===== src/rtl/adc_seq_pkg.sv =====
package adc_seq_pkg;

    localparam int CHAN_W = 3;
    localparam int CODE_W = 8;

    typedef enum logic [2:0] {
        ST_IDLE,
        ST_SETUP,
        ST_SOC,
        ST_WAIT,
        ST_DONE,
        ST_TOUT
    } seq_state_t;

    typedef struct packed {
        logic [CHAN_W-1:0] chan;
        logic [CODE_W-1:0] code;
    } conv_result_t;

    function automatic int count_width(input int a, input int b, input int c);
        int m;
        m = a;
        if (b > m) m = b;
        if (c > m) m = c;
        return $clog2(m + 1);
    endfunction

endpackage


===== src/rtl/eoc_edge_sync.sv =====
module eoc_edge_sync (
    input  logic clk,
    input  logic rst,
    input  logic async_i,
    output logic rise_o
);
    logic meta_q;
    logic sync_q;
    logic last_q;

    always_ff @(posedge clk) begin
        if (rst) begin
            meta_q <= 1'b0;
            sync_q <= 1'b0;
            last_q <= 1'b0;
        end else begin
            meta_q <= async_i;
            sync_q <= meta_q;
            last_q <= sync_q;
        end
    end

    assign rise_o = sync_q & ~last_q;


    rise_needs_low_chk: assert property (@(posedge clk) disable iff (rst)
        rise_o |=> !rise_o);

endmodule


===== src/rtl/seq_cycle_timer.sv =====
module seq_cycle_timer #(
    parameter int W = 8
) (
    input  logic         clk,
    input  logic         rst,
    input  logic         clr_i,
    output logic [W-1:0] count_o
);
    localparam logic [W-1:0] TOP = '1;

    always_ff @(posedge clk) begin
        if (rst || clr_i)
            count_o <= '0;
        else if (count_o != TOP)
            count_o <= count_o + 1'b1;
    end

endmodule


===== src/rtl/result_latch.sv =====
module result_latch
    import adc_seq_pkg::*;
(
    input  logic         clk,
    input  logic         rst,
    input  logic         load_i,
    input  conv_result_t d_i,
    output conv_result_t q_o
);
    always_ff @(posedge clk) begin
        if (rst)
            q_o <= '0;
        else if (load_i)
            q_o <= d_i;
    end


    result_hold_chk: assert property (@(posedge clk) disable iff (rst)
        !load_i |=> $stable(q_o));

endmodule


===== src/rtl/adc_conv_sequencer.sv =====
module adc_conv_sequencer
    import adc_seq_pkg::*;
#(
    parameter int SETUP_CYC   = 4,
    parameter int SOC_CYC     = 3,
    parameter int TIMEOUT_CYC = 100000
) (
    input  logic              clk,
    input  logic              rst,
    input  logic              start_i,
    input  logic [CHAN_W-1:0] chan_i,
    input  logic              eoc_i,
    input  logic [CODE_W-1:0] adc_data_i,
    output logic [CHAN_W-1:0] addr_o,
    output logic              hold_o,
    output logic              soc_o,
    output logic              busy_o,
    output logic              res_valid_o,
    output logic [CODE_W-1:0] res_data_o,
    output logic [CHAN_W-1:0] res_chan_o,
    output logic              timeout_o
);
    localparam int CNT_W = count_width(SETUP_CYC, SOC_CYC, TIMEOUT_CYC);
    localparam logic [CNT_W-1:0] SETUP_LAST = CNT_W'(SETUP_CYC - 1);
    localparam logic [CNT_W-1:0] SOC_LAST   = CNT_W'(SOC_CYC - 1);
    localparam logic [CNT_W-1:0] WAIT_LAST  = CNT_W'(TIMEOUT_CYC - 1);

    seq_state_t        state_q, state_d;
    logic [CNT_W-1:0]  cnt;
    logic              eoc_rise;
    logic [CHAN_W-1:0] addr_q;
    conv_result_t      res_d, res_q;

    eoc_edge_sync u_sync (
        .clk     (clk),
        .rst     (rst),
        .async_i (eoc_i),
        .rise_o  (eoc_rise)
    );

    seq_cycle_timer #(.W(CNT_W)) u_timer (
        .clk     (clk),
        .rst     (rst),
        .clr_i   (state_d != state_q),
        .count_o (cnt)
    );

    always_comb begin
        state_d = state_q;
        unique case (state_q)
            ST_IDLE:  if (start_i) state_d = ST_SETUP;
            ST_SETUP: if (cnt == SETUP_LAST) state_d = ST_SOC;
            ST_SOC:   if (cnt == SOC_LAST) state_d = ST_WAIT;
            ST_WAIT: begin
                if (eoc_rise)               state_d = ST_DONE;
                else if (cnt == WAIT_LAST)  state_d = ST_TOUT;
            end
            ST_DONE:  state_d = ST_IDLE;
            ST_TOUT:  state_d = ST_IDLE;
            default:  state_d = ST_IDLE;
        endcase
    end

    always_ff @(posedge clk) begin
        if (rst) begin
            state_q <= ST_IDLE;
            addr_q  <= '0;
        end else begin
            state_q <= state_d;
            if (state_q == ST_IDLE && start_i)
                addr_q <= chan_i;
        end
    end

    assign res_d = '{chan: addr_q, code: adc_data_i};

    result_latch u_res (
        .clk    (clk),
        .rst    (rst),
        .load_i (state_q == ST_WAIT && eoc_rise),
        .d_i    (res_d),
        .q_o    (res_q)
    );

    assign addr_o      = addr_q;
    assign soc_o       = (state_q == ST_SOC);
    assign hold_o      = (state_q == ST_SOC) || (state_q == ST_WAIT);
    assign busy_o      = (state_q != ST_IDLE);
    assign res_valid_o = (state_q == ST_DONE);
    assign timeout_o   = (state_q == ST_TOUT);
    assign res_data_o  = res_q.code;
    assign res_chan_o  = res_q.chan;

    // soc pulse length counter for checking
    logic [CNT_W-1:0] soc_len;
    always_ff @(posedge clk) begin
        if (rst || !soc_o) soc_len <= '0;
        else               soc_len <= soc_len + 1'b1;
    end


    soc_width_chk: assert property (@(posedge clk) disable iff (rst)
        (soc_o && soc_len == SOC_LAST) |=> !soc_o);


    hold_covers_soc_chk: assert property (@(posedge clk) disable iff (rst)
        soc_o |-> hold_o);


    valid_single_chk: assert property (@(posedge clk) disable iff (rst)
        res_valid_o |=> !res_valid_o);


    tout_excl_chk: assert property (@(posedge clk) disable iff (rst)
        timeout_o |-> (!res_valid_o && !hold_o));


    addr_stable_chk: assert property (@(posedge clk) disable iff (rst)
        (busy_o && $past(busy_o)) |-> $stable(addr_o));


    busy_drop_chk: assert property (@(posedge clk) disable iff (rst)
        res_valid_o |=> !busy_o);

endmodule


===== config.mk =====
export PLATFORM = sky130hd
export DESIGN_NAME = adc_conv_sequencer
export DESIGN_NICKNAME = d
export VERILOG_FILES = /design/src/rtl/adc_seq_pkg.sv /design/src/rtl/eoc_edge_sync.sv /design/src/rtl/seq_cycle_timer.sv /design/src/rtl/result_latch.sv /design/src/rtl/adc_conv_sequencer.sv
export SDC_FILE = /design/constraint.sdc
export NUM_CORES = 1
export LEC_CHECK = 0
export BUFFER_PORTS_ARGS = -buffer_cell sky130_fd_sc_hd__buf_2
export CORE_ASPECT_RATIO = 0.5
export CORE_UTILIZATION = 57
export CTS_BUF_LIST = sky130_fd_sc_hd__clkbuf_2 sky130_fd_sc_hd__clkbuf_4 sky130_fd_sc_hd__clkbuf_8
export DETAILED_ROUTE_END_ITERATION = 8
export MAX_ROUTING_LAYER = met4
export PLACE_DENSITY = 0.86
export SLEW_MARGIN = 20
export SYNTH_ARGS = -nofsm -noshare
export SYNTH_HDL_FRONTEND = slang
export SYNTH_SLANG_ARGS = --single-unit

===== constraint.sdc =====
create_clock -name clk -period 3 [get_ports clk]
set_input_delay 0.3 -clock clk [delete_from_list [all_inputs] [get_ports clk]]
set_output_delay 0.3 -clock clk [all_outputs]
set_load 0.01 [all_outputs]

Word level (Yosys, flattened, before mapping)
Cells that the tools add are included.
{ "classes": {"eq_ne": 10, "addsub": 1, "bitwise_logic": 2, "n_reduce_logical": 6, "n_mux": 6} }
{ "ops": {"columns": ["operator", "n"], "rows": [
  ["equality test 17 x 2 -> 1 bit, second input constant", 2],
  ["adder 17 x 1 -> 17 bit, second input constant", 1],
  ["equality test 17 bit, second input constant", 1],
  ["inequality test 17 bit, second input constant", 1],
  ["2-to-1 mux 3 bit", 5],
  ["case mux 3 bit (4 select lines)", 1],
  ["equality test 3 x 2 -> 1 bit, second input constant", 2],
  ["equality test 3 bit, second input constant", 2],
  ["equality test 3 x 1 -> 1 bit, second input constant", 1],
  ["logical NOT 3 bit", 1],
  ["inequality test 3 bit", 1],
  ["nonzero test 3 bit", 1],
  ["logical AND 1 bit", 2],
  ["logical OR 1 bit", 2],
  ["AND 1 bit", 1],
  ["inverter 1 bit", 1]
]} }
{ "word_totals": {"input_bits": 15, "word_cells": 33, "reg_bits": 37} }

Longest topological paths before layout
Gate-level depths: netlist of run 1.
{ "depth": {"depth_word": 6, "ltp_mapped": 11, "ltp_nobuf": 8} }

Cells and area by module
From an unflattened synthesis of run 1, not the netlist that was laid out.
{ "unflattened": {"hier_cells": 185, "hier_area_um2": 1697.9} }
{ "modules_own_cells": {"columns": ["mod", "cells_per_inst", "instances", "area_per_inst_um2"], "rows": [
  ["seq_cycle_timer", 90, 1, 810.8],
  ["adc_conv_sequencer", 53, 1, 412.9],
  ["result_latch", 35, 1, 386.6],
  ["eoc_edge_sync", 7, 1, 87.6]
]} }

Worst setup path after synthesis of run 1
No wires, ideal clock.
{ "synth_path": {"kind": "register -> register", "startpoint": "register u_timer.count_o[7]", "endpoint": "register u_timer.count_o[15]", "setup_time_ns": 0.086, "arrival_ns": 2.182, "stages_incl_launch_ff": 10, "t_required_ns": 2.914, "setup_slack_ns": 0.732, "path_buffers": 1, "cell_sequence": "dfxtp_1 -> and3_2 -> nand3_1 -> nor3_1 -> ha_1 -> buf_2 -> nand4b_4 -> or3_1 -> or3_1 -> a211oi_1"} }
{ "synth_via": {"elab_chain_len": 6, "word_cells_on_any_way": 12} }
{ "synth_lines": {"columns": ["element", "line", "rtl"], "rows": [
  ["from (decl)", "seq_cycle_timer.sv:7", "output logic [W-1:0] count_o"],
  ["from (signal assigned)", "seq_cycle_timer.sv:15", "count_o <= count_o + 1'b1;"],
  ["equality test 17 bit", "adc_conv_sequencer.sv:56", "else if (cnt == WAIT_LAST) state_d = ST_TOUT;"],
  ["2-to-1 mux 3 bit", "adc_conv_sequencer.sv:56", null],
  ["2-to-1 mux 3 bit", "adc_conv_sequencer.sv:55", "if (eoc_rise) state_d = ST_DONE;"],
  ["case mux 3 bit (4 select lines)", "adc_conv_sequencer.sv:50", "unique case (state_q)"],
  ["inequality test 3 bit", "adc_conv_sequencer.sv:44", ".clr_i (state_d != state_q),"],
  ["logical OR 1 bit", "seq_cycle_timer.sv:12", "if (rst || clr_i)"]
]} }
Several ways; a longest one is shown, not always the timed one.
A chain may end at the register's enable or synchronous reset.

Final worst setup path of run 1
Same ends and word-level chain as after synthesis.

==> flow_metrics.tcl, run 1 <==
set metrics [dict create \
    p_per_area_mw_per_mm2 449 \
    die_width_um 81.8 \
    core_mm2 0.00301 \
    syn_inst 189 \
    ys_dominant_reg_cell "dfxtp_1" \
    combPwrFrac_pct 8.2 \
    swShare_pct 25.9 \
    setup-tns-final_ns 0 \
    drt_iter0_drc 70 \
    rows 14 \
    cts_tree "yes" \
    p_leak_nw 0.827 \
    fin_nets 240 \
    initial_core_util_pct 60.3 \
    hold_class "input port to flop" \
    skew_ns 0.00828 \
    design.die.area_mm2 0.00343 \
    gp_congestion 0.870 \
    hold_buffers 0 \
    required_ns 3.21 \
    grt_max_degree 22 \
    vias 1521 \
    arrival_ns 2.67 \
    vias_per_cell 5.78 \
    mostFrequentLayoutCell "dfxtp_1" \
    seq_area_frac_synth_pct 40.8 \
    synth-edff-count 0 \
    clk_pin_slew_ns 0.08 \
    tightestPinTransition_ns 0.785 \
    die_y_um 41.9 \
    routed_wl_mm 3.72 \
    ant_nets 0 \
    cp_max_fo 7 \
    grt_pass1_wl_mm 6.32 \
    clkPwrFrac_pct 37.5 \
    dp_hpwl_mm 2.74 \
    critical_path_class "flop to flop" \
    fmax_mhz 407 \
    grt_pass1_vias 1379 \
    async_flop_share_pct 0 \
    io_pins 34 \
    cp-end-kind "flop" \
    slew_headroom_pct 47.5 \
    yosys_warnings 0 \
    diodes 0 \
    clock_latency_ns 0.30 \
    fin_hold_ws_ns 0.209 \
    grt.overflow.total 0 \
    synth_cell_types 44 \
    layout_common_cells "37 x dfxtp_1, 33 x buf_2, 21 x nor2_1" \
    cts_buffers 5 \
    status "finished, final reports clean" \
    clockBufferDepth 2 \
    gr-usage-all-layers_pct 25.9 \
    clock-sinks 37 \
    critPathLaunchType "flop" \
    rsz0062_at_grt "false" \
    slew_violations 0 \
    dr.pass1.iters 4 \
    intPower_mw 0.701 \
    peakVddDrop_mv 0.361 \
    synth.avg_cell_area_um2 9.61 \
    power.switching_mw 0.245 \
    ctsResizeCount 0 \
    seqPwrFrac_pct 54.3 \
    syn-cell-area_mm2 0.00182 \
    antenna_found_initial 0 \
    htreeDepth 2 \
    routedWlPerCell_um 14.1 \
    post_cts_buffers 0 \
    finalSetupViolations 0 \
    drc 0 \
    cap_violations 0 \
    areaGrowthSynthToFinish_pct 16.1 \
    final_hold_viol_count 0 \
    drive_above_1_share_pct 28.7 \
    cts_root_buf "clkbuf_8" \
    post-route-min-period_ns 2.46 \
    synth_seq_cells 37 \
    synth_nets 207 \
    io_buffers 33 \
    fin_crit_sh_pct 81.9 \
]
## stage by stage
stage                     power, mW  cells  area [um^2]  util, %  setup slack, ns
after floorplan               0.577    189         1820        -            0.732
after global placement        0.600    255         2020     66.9            0.676
after detailed placement      0.602    255         2020     66.9            0.574
after CTS                     0.952    263         2110     69.9            0.556
after global routing          0.981    263         2110     69.9            0.440
final                         0.946    263         2110     69.9            0.542
## cell usage after synthesis (2+ instances only)
cell type	number	area [um^2]
ha_1	3	37.5
a21oi_1	2	10.0
or4_1	2	15.0
xor2_1	8	70.1
and3_1	2	12.5
a311oi_1	2	17.5
or3_1	4	25.0
xnor2_1	5	43.8
inv_1	2	7.51
nor3_2	4	40.0
nor2_2	5	31.3
nand3_1	3	15.0
o21ai_0	3	15.0
nor2b_1	7	43.8
nor4_1	9	56.3
nor3_1	5	25.0
dfxtp_1	37	741
nor2_1	21	78.8
buf_2	3	15.0
nand2b_1	2	12.5
nand4_1	7	43.8
clkbuf_1	6	22.5
nand2_1	10	37.5
and2_1	3	18.8
mux2i_1	15	150
## worst max-delay path, cell delays in order (launching register included)
cell and delay [ns]:
dfxtp_1 0.36, and3_2 0.27, nand3_1 0.17, nor3_1 0.09, ha_1 0.28, nand4b_4 0.24, or3_1 0.42, or3_1 0.33
a211oi_1 0.22
## logic make-up (layout without fill, tap and decap cells)
kind of cell | count (synthesis) | count (layout) | synth area share, %
compound gates | 16 | 16 | 8.00
simple gates | 93 | 93 | 31.5
xor+xnor | 13 | 13 | 6.27
mux | 15 | 15 | 8.27
buf+inv | 12 | 46 | 3.10
flops | 37 | 37 | 40.8
fa+ha+maj | 3 | 3 | 2.07
## power groups by stage
stage	Combinational (mW)	Sequential, mW	Clock (mW)
floorplan	0.0528	0.524	0
global placement	0.0750	0.525	0
detailed placement	0.0767	0.525	0
CTS	0.0775	0.514	0.361
global route	0.0852	0.516	0.380
finish	0.0773	0.514	0.354
## registers in the layout, indices dropped and copies added, names as in the netlist
signal and cells:
u_timer.count_o 17, u_res.q_o 11, addr_o 3, state_q 3, u_sync.last_q 1, u_sync.meta_q 1, u_sync.sync_q 1
## final cells by class
class	instances	area, um^2
Inverter	2	7.51
Clock buffer	5	68.8
Sequential cell	37	741
Fill cell	228	906
Timing Repair Buffer	36	188
Clock inverter	3	22.5
Multi-Input combinational cell	140	1030
Tap cell	40	50.0
## metal layers
layer / vias up / GRT usage (%) / routed length, um
li1: 752 / - / -
met1: 705 / 31.7 / 1700
met2: 51 / 38.5 / 1710
met3: 13 / 7.69 / 208
met4: 0 / 13.3 / 99
met5: - / - / 0
## final timing paths
kind	from	end	slack (ns)	cells past startpoint
worst min register to register	u_sync.meta_q	u_sync.sync_q	0.46	1
worst max register to register	u_timer.count_o[7]	u_timer.count_o[15]	0.54	8
worst max-delay path	u_timer.count_o[7]	u_timer.count_o[15]	0.54	8
worst min-delay path	eoc_i	u_sync.meta_q	0.21	2
No activity file was read; power rests on OpenSTA's default activity.
==> inputs of run 2 (changes only) <==
- clock period: 3 -> 2.45 ns (I/O delays scaled with it)
==> run 2 against run 1 <==
Net effect: final cell count rose by 2.3%; via count increased by 2.7%; highest routed layer unchanged; first-iteration DRC count grew 51%; sequential power up 23%; design area up 4.1%; total power grew 34%; count of clock-buffer cells in the layout grew 1; critical endpoint unchanged; critical path type unchanged; clock power rose by 52%; sequential share of layout area fell by 1.4 points.
==> flow_metrics.tcl, run 2 (synthesis results as in run 1) <==
set metrics [dict create \
    finalSetupViolations 0 \
    clock-sinks 37 \
    worstPathCellList "and3_2, nand3_1, nor3_1, ha_1, nand4b_4, or3_4, or3_1, a211oi_1" \
    clkPwrFrac_pct 42.5 \
    die_width_um 81.8 \
    drive_above_1_share_pct 31.0 \
    clk_pin_slew_ns 0.08 \
    worstSetupEndpoint "u_timer.count_o[15]" \
    multi_input_comb_area_mm2 0.00103 \
    fin_cells 269 \
    p_per_area_mw_per_mm2 579 \
    post-route-min-period_ns 2.35 \
    cts_root_buf "clkbuf_8" \
    intPower_mw 0.977 \
    ant_nets 0 \
    dp_hpwl_mm 2.92 \
    fmax_mhz 426 \
    cpMaxStageDelayCell "or3_4" \
    mostFrequentLayoutCell "dfxtp_1" \
    rows 14 \
    grt_pass1_wl_mm 6.86 \
    reg2reg_to "u_timer.count_o[15]" \
    clockBufferDepth 2 \
    arrival_ns 2.57 \
    p_leak_nw 0.877 \
    cap_violations 0 \
    timing.rr.start "u_timer.count_o[7]" \
    routedWlPerCell_um 15.0 \
    core_mm2 0.00301 \
    final_hold_viol_count 0 \
    required_ns 2.67 \
    ff2ff_setup_slack_ns 0.10 \
    cp_max_fo 6 \
    skew_ns 0.00505 \
    tightestPinTransition_ns 0.625 \
    io_pins 34 \
    final_area_mm2 0.00219 \
    critPathMaxStageDelay_ns 0.41 \
    htreeDepth 2 \
    drt_iter0_drc 106 \
    routed_wl_mm 4.03 \
    swShare_pct 23.0 \
    top_regs "u_timer.count_o (17), u_res.q_o (11)" \
    antenna_found_initial 0 \
    cts_tree "yes" \
    cp-end-kind "flop" \
    critical_path_class "flop to flop" \
    slew_headroom_pct 58.2 \
    diodes 0 \
    dr.pass1.iters 4 \
    place_inst 261 \
    status "finished, final reports clean" \
    hold_buffers 0 \
    hold_class "input port to flop" \
    drc 0 \
    fin_nets 246 \
    crit_path_start "u_timer.count_o[7]" \
    slew_violations 0 \
    gr-usage-all-layers_pct 28.1 \
    die_y_um 41.9 \
    cts_buffers 5 \
    seqCellArea_um2 741 \
    placed_cell_area_mm2 0.00207 \
    setup-tns-final_ns 0 \
    reg2reg_depth 8 \
    grt_pass1_vias 1530 \
    vias_per_cell 5.81 \
    top_register "u_timer.count_o" \
    fin_crit_sh_pct 95.9 \
    grt_max_degree 22 \
    layout_common_cells "37 x dfxtp_1, 33 x buf_2, 21 x nor2_1" \
    design.die.area_mm2 0.00343 \
    largest_register_ffs 17 \
    peakVddDrop_mv 0.542 \
    rsz0062_at_grt "false" \
    post_cts_buffers 0 \
    clock_latency_ns 0.30 \
    io_buffers 33 \
    seqPwrFrac_pct 49.6 \
    areaGrowthSynthToFinish_pct 20.8 \
    critPathLaunchType "flop" \
    grt.overflow.total 0 \
    power.switching_mw 0.292 \
    gp_congestion 0.891 \
    initial_core_util_pct 60.3 \
    vias 1562 \
    combPwrFrac_pct 7.9 \
    nFillCells 210 \
]
run 2: changes by cell type in the layout (fill, tap and decap cells not counted), sizes merged:
cell    previous run  this run
clkinv             3         1
bufinv             0         1
buf               36        42
clkbuf             5         6
run 2: per-layer routing:
metal  share of wire, %  wire length [um]  global-route usage (%)
met4                3.8               153                    16.1
met3                6.7               269                    8.79
met2                 47              1910                    41.8
met1                 42              1700                    33.5
met5                  0                 0                       -
run 2: through the flow:
step | util (%) | worst slack [ns] | hold WS, ns | total power, mW
floorplan | - | 0.182 | 0.373 | 0.706
global placement | 68.8 | 0.224 | 0.419 | 0.740
detailed placement | 68.8 | 0.124 | 0.423 | 0.744
CTS | 72.6 | 0.103 | 0.181 | 1.28
global route | 72.8 | 0.00805 | 0.189 | 1.31
finish | 72.8 | 0.101 | 0.182 | 1.27
run 2: power groups by stage:
stage,combinational [mW],clock [mW],sequential [mW]
final,0.100,0.539,0.630
after global routing,0.110,0.570,0.631
after detailed placement,0.101,0,0.644
after global placement,0.0966,0,0.644
after floorplan,0.0647,0,0.641
after CTS,0.101,0.545,0.630
run 2: worst min-delay path by stage:
stage	start	cells past startpoint	slack, ns	endpoint
floorplan	eoc_i	1	0.37	u_sync.meta_q
global placement	u_sync.meta_q	1	0.42	u_sync.sync_q
detailed placement	u_sync.meta_q	1	0.42	u_sync.sync_q
CTS	adc_data_i[3]	3	0.18	u_res.q_o[3]
global route	chan_i[1]	3	0.19	addr_o[1]
finish	adc_data_i[6]	3	0.18	u_res.q_o[6]
run 2: worst max-delay path: cells and delay by family, from the launching register on:
family	cells	cell delay, ns
flops	1	0.36
fa+ha+maj	1	0.21
compound gates	1	0.22
simple gates	6	1.47
run 2: repair_timing:
| item | CTS | global route |
|---|---|---|
| setup endpoints to repair | 0 | 1 |
| resized for setup | 0 | 1 |
| hold endpoints to repair | 0 | 0 |
run 2: cell type report:
cell class              instances  share of cell area (%)
well taps                      40                    2.28
multi-input cells             140                    47.2
clock buffers                   6                    3.48
clock inverters                 2                    1.77
flip-flops and latches         37                    33.8
inverters                       2                   0.342
repair buffers                 42                    11.2
==> inputs of run 3 (changes only) <==
- CTS_BUF_LIST: sky130_fd_sc_hd__clkbuf_2 sky130_fd_sc_hd__clkbuf_4 sky130_fd_sc_hd__clkbuf_8 -> sky130_fd_sc_hd__clkbuf_8
- GPL_TIMING_DRIVEN: default -> 0
==> run 3 against run 2 <==
Net effect: die area is the same; hold slack got worse by 0.034 ns; flip-flop and latch count unchanged; first-iteration DRC count decreased by 29%; count of clock-buffer cells in the layout fell by 1; largest power group unchanged.
==> flow_metrics.tcl, run 3 (synthesis results as in run 1) <==
set metrics [dict create \
    p_per_area_mw_per_mm2 537 \
    min-delay-start "eoc_i" \
    required_ns 2.67 \
    top_regs "u_timer.count_o (17), u_res.q_o (11)" \
    critical_path_class "flop to flop" \
    diodes 0 \
    cpMaxStageDelayCell "or3_4" \
    grt_pass1_vias 1513 \
    ant_nets 0 \
    gr-usage-all-layers_pct 26.1 \
    grt.overflow.total 0 \
    fin_nets 249 \
    clk_pin_slew_ns 0.08 \
    peakVddDrop_mv 0.494 \
    clockBufferDepth 2 \
    reg2reg_to "u_timer.count_o[15]" \
    critPathMaxStageDelay_ns 0.41 \
    layout_common_cells "36 x buf_2, 30 x dfxtp_1, 21 x nor2_1" \
    mostFrequentLayoutCell "buf_2" \
    core_mm2 0.00301 \
    antenna_found_initial 0 \
    die_width_um 81.8 \
    ff2ff_setup_slack_ns 0.12 \
    cp_max_fo 7 \
    drive_above_1_share_pct 33.6 \
    clock-sinks 37 \
    vias 1523 \
    vias_per_cell 5.60 \
    cap_violations 0 \
    largest_register_ffs 17 \
    worstPathCellList "and3_4, nand3_2, nor3_1, ha_1, buf_2, nand4b_4, or3_4, or3_1, a211oi_2" \
    clock_latency_ns 0.30 \
    skew_ns 0.00876 \
    fin_cells 272 \
    routed_wl_mm 3.76 \
    holdPathStages 2 \
    hold_end "u_sync.meta_q" \
    grt_pass1_wl_mm 6.61 \
    place_inst 262 \
    hold_buffers 0 \
    final_hold_viol_count 0 \
    dp_hpwl_mm 2.68 \
    drt_iter0_drc 75 \
    critPathLaunchType "flop" \
    slew_headroom_pct 45.8 \
    timing.rr.start "u_timer.count_o[7]" \
    drc 0 \
    top_register "u_timer.count_o" \
    gp_congestion 0.870 \
    hold_class "input port to flop" \
    tightestPinTransition_ns 0.811 \
    grt_max_degree 14 \
    initial_core_util_pct 60.3 \
    arrival_ns 2.54 \
    routedWlPerCell_um 13.8 \
    cts_root_buf "clkbuf_8" \
    crit_family "simple AND/OR/NAND/NOR gates" \
    io_pins 34 \
    p_leak_nw 0.850 \
    fmax_mhz 430 \
    fin_crit_sh_pct 94.9 \
    rows 14 \
    htreeDepth 2 \
    pre_cts_ws_ns -0.0677 \
    areaGrowthSynthToFinish_pct 19.8 \
    design.die.area_mm2 0.00343 \
    dr.pass1.iters 4 \
    io_buffers 33 \
    cts_buffers 5 \
    status "finished, final reports clean" \
    cts_tree "yes" \
    slew_violations 0 \
    reg2reg_depth 9 \
    post-route-min-period_ns 2.33 \
    cp-end-kind "flop" \
    finalSetupViolations 0 \
    total_power_mw 1.17 \
    die_y_um 41.9 \
    finalWorstSetupSlack_ns 0.124 \
    path_buf_inv 1 \
]
run 3: changes by cell type in the layout (fill, tap and decap cells not counted), sizes merged:
cell / delta
clkbuf: +4
buf: -2
bufinv: -1
clkinvlp: +1
inv: +1
run 3: power by group:
group,internal [mW],switching (mW)
combinational,0.0450,0.0537
sequential,0.613,0.0153
clock,0.202,0.238
run 3: layout make-up:
| cell class | count | area [um^2] |
|---|---|---|
| buffer | 9 | 45.0 |
| clock buffer | 5 | 68.8 |
| tap | 40 | 50.0 |
| timing repair buffer | 36 | 188 |
| sequential | 37 | 749 |
| fill | 223 | 838 |
| clock inverter | 3 | 21.3 |
| multi-input combinational | 140 | 1040 |
| inverter | 2 | 7.51 |
run 3: how the worst max path moves through the flow:
stage / from / depth (start not counted) / end / slack [ns]
5_1_grt: u_timer.count_o[6] / 9 / u_timer.count_o[15] / -0.005
3_3_place_gp: u_timer.count_o[9] / 10 / u_timer.count_o[15] / 0.005
6_report: u_timer.count_o[7] / 9 / u_timer.count_o[15] / 0.12
2_1_floorplan: u_timer.count_o[7] / 9 / u_timer.count_o[15] / 0.18
4_1_cts: u_timer.count_o[11] / 9 / u_timer.count_o[15] / 0.03
3_5_place_dp: u_timer.count_o[7] / 9 / u_timer.count_o[15] / -0.07
run 3: metrics by stage:
stage               util [%]  hold WS, ns  TNS [ns]  instance area, um^2
finish                  72.2        0.148         0                 2170
global route            72.2        0.184  -0.00510                 2170
CTS                     70.7        0.147         0                 2130
detailed placement      67.4        0.448   -0.0677                 2030
global placement        67.4        0.416         0                 2030
floorplan                  -        0.373         0                 1820
run 3: layer usage:
layer  up-vias  part of all wire, %  GRT usage [%]
met1       717                   47           33.0
met3         7                  3.8           7.25
met2        36                   48           40.5
met5         -                    0              -
li1        763                    -              -
met4         0                  1.3           7.72
run 3: what timing repair did:
action,in CTS,in global routing
resized for setup,3,10
buffers inserted,0,3
endpoints found under the setup margin,1,7
endpoints found under the hold margin,0,0
pin swaps,0,0
